[src/rtl/cdd_pkg.sv]
package cdd_pkg;
  typedef enum logic [1:0] {
    ST_IDLE  = 2'd0,
    ST_WIPE  = 2'd1,
    ST_LINE  = 2'd2,
    ST_DONE  = 2'd3
  } sweep_state_e;
endpackage

[src/rtl/cdd_rst_sync.sv]
module cdd_rst_sync #(
  parameter int STAGES = 2
) (
  input  logic clk,
  input  logic rst_n,
  output logic rst_n_sync
);
  logic [STAGES-1:0] sync_q;

  always_ff @(posedge clk or negedge rst_n) begin
    if (!rst_n) begin
      sync_q <= '0;
    end else begin
      sync_q <= {sync_q[STAGES-2:0], 1'b1};
    end
  end

  assign rst_n_sync = sync_q[STAGES-1];
endmodule

[src/rtl/cdd_coord_dp.sv]
module cdd_coord_dp #(
  parameter int CW       = 7,
  parameter int WIPE_MAX = 119,
  parameter int LINE_Y0  = 100,
  parameter int LINE_LEN = 101
) (
  input  logic          clk,
  input  logic          rst_n,
  input  logic          wipe_load,
  input  logic          wipe_step,
  input  logic          line_load,
  input  logic          line_step,
  output logic [CW-1:0] cx,
  output logic [CW-1:0] cy,
  output logic          wipe_last,
  output logic          line_last
);
  localparam logic [CW-1:0] WMAX  = CW'(WIPE_MAX);
  localparam logic [CW-1:0] Y0    = CW'(LINE_Y0);
  localparam logic [CW:0]   XSTOP = (CW+1)'(LINE_LEN);

  logic [CW-1:0] cx_nxt, cy_nxt;
  logic          cnt_en;
  logic [CW:0]   cx_inc;

  assign cnt_en = wipe_load | wipe_step | line_load | line_step;
  assign cx_inc = {1'b0, cx} + (CW+1)'(1);

  // end-of-phase comparators
  assign wipe_last = (cx == WMAX) && (cy == WMAX);
  assign line_last = (cx_inc == XSTOP);

  always_comb begin
    cx_nxt = cx;
    cy_nxt = cy;
    if (wipe_load) begin
      cx_nxt = '0;
      cy_nxt = '0;
    end else if (line_load) begin
      cx_nxt = '0;
      cy_nxt = Y0;
    end else if (wipe_step) begin
      if (cx == WMAX) begin
        cx_nxt = '0;
        cy_nxt = cy + CW'(1);
      end else begin
        cx_nxt = cx_inc[CW-1:0];
      end
    end else if (line_step) begin
      cx_nxt = cx_inc[CW-1:0];
      cy_nxt = cy - CW'(1);
    end
  end

  always_ff @(posedge clk or negedge rst_n) begin
    if (!rst_n) begin
      cx <= '0;
      cy <= '0;
    end else if (cnt_en) begin
      cx <= cx_nxt;
      cy <= cy_nxt;
    end
  end
endmodule

[src/rtl/cdd_seq_ctrl.sv]
module cdd_seq_ctrl (
  input  logic clk,
  input  logic rst_n,
  input  logic start,
  input  logic wipe_last,
  input  logic line_last,
  output logic wipe_load,
  output logic wipe_step,
  output logic line_load,
  output logic line_step,
  output logic wipe_pix,
  output logic line_pix,
  output logic fin
);
  import cdd_pkg::*;

  sweep_state_e st_q, st_nxt;
  logic         live_q, live_nxt;

  always_comb begin
    st_nxt    = st_q;
    live_nxt  = live_q;
    wipe_load = 1'b0;
    wipe_step = 1'b0;
    line_load = 1'b0;
    line_step = 1'b0;
    unique case (st_q)
      ST_IDLE, ST_DONE: begin
        if (start) begin
          st_nxt    = ST_WIPE;
          wipe_load = 1'b1;
          live_nxt  = 1'b0;
        end
      end
      ST_WIPE: begin
        if (wipe_last) begin
          st_nxt   = ST_LINE;
          live_nxt = 1'b0;
        end else begin
          wipe_step = 1'b1;
        end
      end
      ST_LINE: begin
        if (!live_q) begin
          line_load = 1'b1;
          live_nxt  = 1'b1;
        end else if (line_last) begin
          st_nxt   = ST_DONE;
          live_nxt = 1'b0;
        end else begin
          line_step = 1'b1;
        end
      end
      default: begin
        st_nxt   = ST_IDLE;
        live_nxt = 1'b0;
      end
    endcase
  end

  always_ff @(posedge clk or negedge rst_n) begin
    if (!rst_n) begin
      st_q   <= ST_IDLE;
      live_q <= 1'b0;
    end else begin
      st_q   <= st_nxt;
      live_q <= live_nxt;
    end
  end

  assign wipe_pix = (st_q == ST_WIPE);
  assign line_pix = (st_q == ST_LINE) && live_q;
  assign fin      = (st_q == ST_DONE);
endmodule

[src/rtl/clear_diag_draw.sv]
module clear_diag_draw #(
  parameter int WIPE_MAX   = 119,
  parameter int LINE_Y0    = 100,
  parameter int LINE_LEN   = 101,
  parameter int COLOR_W    = 3,
  parameter int LINE_COLOR = 1,
  parameter int CW         = $clog2(((WIPE_MAX > LINE_LEN) ? WIPE_MAX : LINE_LEN) + 1)
) (
  input  logic               clk,
  input  logic               rst_n,
  input  logic               start,
  output logic [CW-1:0]      pix_x,
  output logic [CW-1:0]      pix_y,
  output logic [COLOR_W-1:0] pix_color,
  output logic               wr_en,
  output logic               sweep_done
);
  localparam logic [COLOR_W-1:0] LCOL = COLOR_W'(LINE_COLOR);

  logic rst_n_i;
  logic wipe_load, wipe_step, line_load, line_step;
  logic wipe_last, line_last;
  logic wipe_pix, line_pix, fin;

  cdd_rst_sync #(.STAGES(2)) u_rst (
    .clk        (clk),
    .rst_n      (rst_n),
    .rst_n_sync (rst_n_i)
  );

  cdd_seq_ctrl u_ctrl (
    .clk       (clk),
    .rst_n     (rst_n_i),
    .start     (start),
    .wipe_last (wipe_last),
    .line_last (line_last),
    .wipe_load (wipe_load),
    .wipe_step (wipe_step),
    .line_load (line_load),
    .line_step (line_step),
    .wipe_pix  (wipe_pix),
    .line_pix  (line_pix),
    .fin       (fin)
  );

  cdd_coord_dp #(
    .CW       (CW),
    .WIPE_MAX (WIPE_MAX),
    .LINE_Y0  (LINE_Y0),
    .LINE_LEN (LINE_LEN)
  ) u_dp (
    .clk       (clk),
    .rst_n     (rst_n_i),
    .wipe_load (wipe_load),
    .wipe_step (wipe_step),
    .line_load (line_load),
    .line_step (line_step),
    .cx        (pix_x),
    .cy        (pix_y),
    .wipe_last (wipe_last),
    .line_last (line_last)
  );

  assign wr_en      = wipe_pix | line_pix;
  assign pix_color  = line_pix ? LCOL : '0;
  assign sweep_done = fin;
endmodule

[config.mk]
export PLATFORM = sky130hd
export DESIGN_NAME = clear_diag_draw
export DESIGN_NICKNAME = d
export VERILOG_FILES = /design/src/rtl/cdd_pkg.sv /design/src/rtl/cdd_rst_sync.sv /design/src/rtl/cdd_coord_dp.sv /design/src/rtl/cdd_seq_ctrl.sv /design/src/rtl/clear_diag_draw.sv
export SDC_FILE = /design/constraint.sdc
export NUM_CORES = 1
export LEC_CHECK = 0
export BUFFER_PORTS_ARGS = -buffer_cell sky130_fd_sc_hd__buf_2
export CAP_MARGIN = 15
export CORE_AREA = 2 2 57 59
export CTS_CLUSTER_DIAMETER = 60
export DETAILED_ROUTE_END_ITERATION = 8
export DIE_AREA = 0 0 59 61
export PLACE_DENSITY = 0.74
export REMOVE_ABC_BUFFERS = 1
export SKIP_LAST_GASP = 1
export SLEW_MARGIN = 40
export SYNTH_ARGS = -nofsm -noshare
export SYNTH_HDL_FRONTEND = slang
export SYNTH_HIERARCHICAL = 1
export SYNTH_SLANG_ARGS = --single-unit
[constraint.sdc]
create_clock -name clk -period 2 [get_ports clk]
set_input_delay 0.1 -clock clk [delete_from_list [all_inputs] [get_ports clk]]
set_output_delay 0.1 -clock clk [all_outputs]
set_load 0.01 [all_outputs]
==> impl_metrics.env <==
export IMPL_outcome="finished, violations left"
export IMPL_failed_checks="setup timing"
export IMPL_groute_usage_overall=0.272
export IMPL_cts_sinks=19
export IMPL_rsz0062_at_grt="true"
export IMPL_die_y_um=61
export IMPL_top_layer="met4"
export IMPL_synth_cells=145
export IMPL_synth_xor_area_frac=0.0308
export IMPL_start_kind="register"
export IMPL_critPathMaxStageDelay_ns=0.56
export IMPL_synth_avg_cell_area_um2=9.79
export IMPL_path_cells="nand4_1 -> or4b_4 -> nor4_4 -> nor2b_4 -> buf_4 -> fa_2 -> nor2b_4 -> o31a_1 -> o22ai_2 -> o21ai_1 -> nor4b_4"
export IMPL_yosysUniqueCellTypes=54
export IMPL_drt_antenna_violating_nets=0
export IMPL_setup_tns_ns=-7.81
export IMPL_r2r_start="u_dp/cy[1]"
export IMPL_area_growth_pct=52.8
export IMPL_root_buffer="clkbuf_4"
export IMPL_critPathKind="register to register"
export IMPL_synth_warnings=6
export IMPL_wl_met1_um=1720
export IMPL_synth_seq_cells=19
export IMPL_met2_length_um=2530
export IMPL_h_tree_depth=1
export IMPL_p_per_area_mw_per_mm2=1780
export IMPL_crit_slowest_cell="or4b_4"
export IMPL_whs_ns=0.0846
export IMPL_vdd_ir_drop_max_uv=1470
export IMPL_synthMuxAreaShare=0.0352
export IMPL_mostFrequentLayoutCells="44 x buf_4, 19 x buf_2, 19 x dfrtp_1, 14 x nor2_1, 9 x buf_6"
export IMPL_ys_flop_type="dfrtp_1"
export IMPL_dpl_cell_area_mm2=0.00182
export IMPL_die_area_mm2=0.00360
export IMPL_cts_tree="yes"
export IMPL_synth_fa_ha_area_frac=0.111
export IMPL_crit_top_cell="nor2b_4"
export IMPL_r2r_end="u_dp/cy[6]"
export IMPL_cp_required_ns=2.23
export IMPL_cts_reportedPaths_clkPinSlew_ns=0.13
export IMPL_max_cap_viol_count=0
export IMPL_remaining_drc_errors=0
export IMPL_fin_skew_ns=0.0124
export IMPL_async_flop_share=1.00
export IMPL_first_pass_iters=4
export IMPL_syn_cell_area_mm2=0.00142
export IMPL_grt_max_degree=18
export IMPL_drt_iter0_markers=88
export IMPL_wl_per_cell_um=18.8
export IMPL_wirelength_um=4710
export IMPL_synth_edf_count=0
export IMPL_grt_first_pass_wirelength_um=7060
export IMPL_finalCritPeriodShare=1.43
export IMPL_viasPerCell=5.93
export IMPL_vias=1489
export IMPL_crit_fanout=3
export IMPL_multi_input_area_mm2=0.00104
export IMPL_synthSimpleGateAreaFrac=0.248
export IMPL_routabilityCongestion=0.839
export IMPL_crit_arrival_ns=3.08
export IMPL_met3_length_um=282
export IMPL_end_kind="register"
export IMPL_seq_area_um2=475
export IMPL_min_path_type="input pin to async pin"
export IMPL_io_pins=22
export IMPL_n_fill_cell=212
export IMPL_path_delay_family="simple AND/OR/NAND/NOR gates"
export IMPL_antenna_cells=0
export IMPL_setup_viol=17
export IMPL_worst_r2r_setup_slack_ns=-0.85
export IMPL_synth_compound_area_share=0.178
export IMPL_seq_area_frac_synth=0.335
export IMPL_worst_pin_slew_ns=0.723
export IMPL_numCtsBuffers=3
export IMPL_worstSkewPairLatency_ns=0.32
export IMPL_p_leak_nw=1.09
export IMPL_fin_area_mm2=0.00217
export IMPL_core_area_mm2=0.00295
export IMPL_final_util=0.735
export IMPL_cp_depth=11
export IMPL_initial_core_util=0.481
export IMPL_drive_above_1_share=0.528
export IMPL_final_common_cell="buf_4"
export IMPL_dpl_hpwl_um=2700
export IMPL_period_minus_slack_ns=2.85
export IMPL_hold_viol_final=0
export IMPL_grt_pass1_vias=1445
export IMPL_grt_overflow_total=0
export IMPL_die_w_um=59
export IMPL_cp_num_buf_inv=1
export IMPL_nNetsFinal=234
export IMPL_slew_violations=0
export IMPL_fin_ws_ns=-0.854
export IMPL_antenna_found_initial=0
export IMPL_rows=20
export IMPL_cts_buffer_depth=2
export IMPL_portBuffers=19
export IMPL_reg2reg_depth=11
export IMPL_synth_top_family_by_area="simple AND/OR/NAND/NOR gates"
export IMPL_fmax_mhz=350
export IMPL_slew_headroom=0.518
per-stage QoR:
stage | std cells | setup WS (ns) | total power, mW
after global routing | 251 | -0.936 | 4.07
final | 251 | -0.854 | 3.87
after CTS | 248 | -0.621 | 3.45
after detailed placement | 232 | -0.741 | 2.68
after global placement | 232 | -0.583 | 2.59
after floorplan | 139 | -0.773 | 1.82
area by class of cell:
cell class	instances	area share
Multi-Input combinational cell	113	0.480
Inverter	8	0.0150
Clock inverter	1	0.00231
Clock buffer	3	0.0104
Timing Repair Buffer	74	0.254
Sequential cell	19	0.219
Tap cell	33	0.0190
sequential cells by signal, indices dropped and copies added (netlist names):
name	flops
u_dp/cy	7
u_rst/sync_q	2
u_ctrl/live_q	1
u_dp/cx	7
u_ctrl/st_q	2
power by group:
group          switching [mW]  total (mW)  internal [mW]
Sequential             0.0941       0.598          0.504
Clock                   0.138       0.212         0.0750
Combinational            1.48        3.06           1.58
worst register-to-register path: stages (launching register included):
cell,delay (ns)
dfrtp_1,0.42
nand4_1,0.14
or4b_4,0.56
nor4_4,0.21
nor2b_4,0.09
buf_4,0.15
fa_2,0.42
nor2b_4,0.15
o31a_1,0.20
o22ai_2,0.10
o21ai_1,0.11
nor4b_4,0.21
layer usage:
layer  vias up  global-route usage
met5         -                   0
met1       734               0.307
met4         0               0.104
li1        656                   -
met2        78               0.513
met3        21              0.0426
worst max-delay path by stage:
| stage | from | end | slack [ns] |
|---|---|---|---|
| after floorplan | u_dp/cy[6] | u_dp/cy[6] | -0.77 |
| after global placement | u_dp/cy[1] | u_dp/cy[6] | -0.58 |
| after detailed placement | u_dp/cy[6] | u_dp/cy[6] | -0.74 |
| after CTS | u_dp/cy[6] | u_dp/cy[5] | -0.62 |
| after global routing | u_dp/cy[1] | u_dp/cy[6] | -0.94 |
| final | u_dp/cy[1] | u_dp/cy[6] | -0.85 |
synthesized netlist by cell type (3+ instances only):
master   number  share of area
o21ai_0      11          0.039
nor3_1        3          0.011
a21oi_1       6          0.021
mux2i_1       5          0.035
inv_1         7          0.019
or2_2         3          0.013
buf_4         3          0.016
ha_1         11          0.097
dfrtp_1      19           0.33
nand2_1       5          0.013
nor2b_1       3          0.013
xor2_1        3          0.019
nand3_1       3          0.011
nor2_1       16          0.042
timing repair:
item                                   in CTS  in global routing
resized for setup                          32                 16
endpoints found under the hold margin       2                  0
hold buffers                                1                  0
pin swaps                                  16                 14
setup endpoints to repair                  17                 17
buffers inserted                           10                  5
gates cloned                                1                  0
cell families after synthesis:
family                     after synthesis
adders and majority gates               12
DFF                                     19
AOI/OAI and AO/OA                       32
muxes                                    5
and+or+nand+nor                         55
other                                    2
buffers and inverters                   15
xor gates and xnor gates                 5
Note: power is estimated with default switching activity, not from simulation.
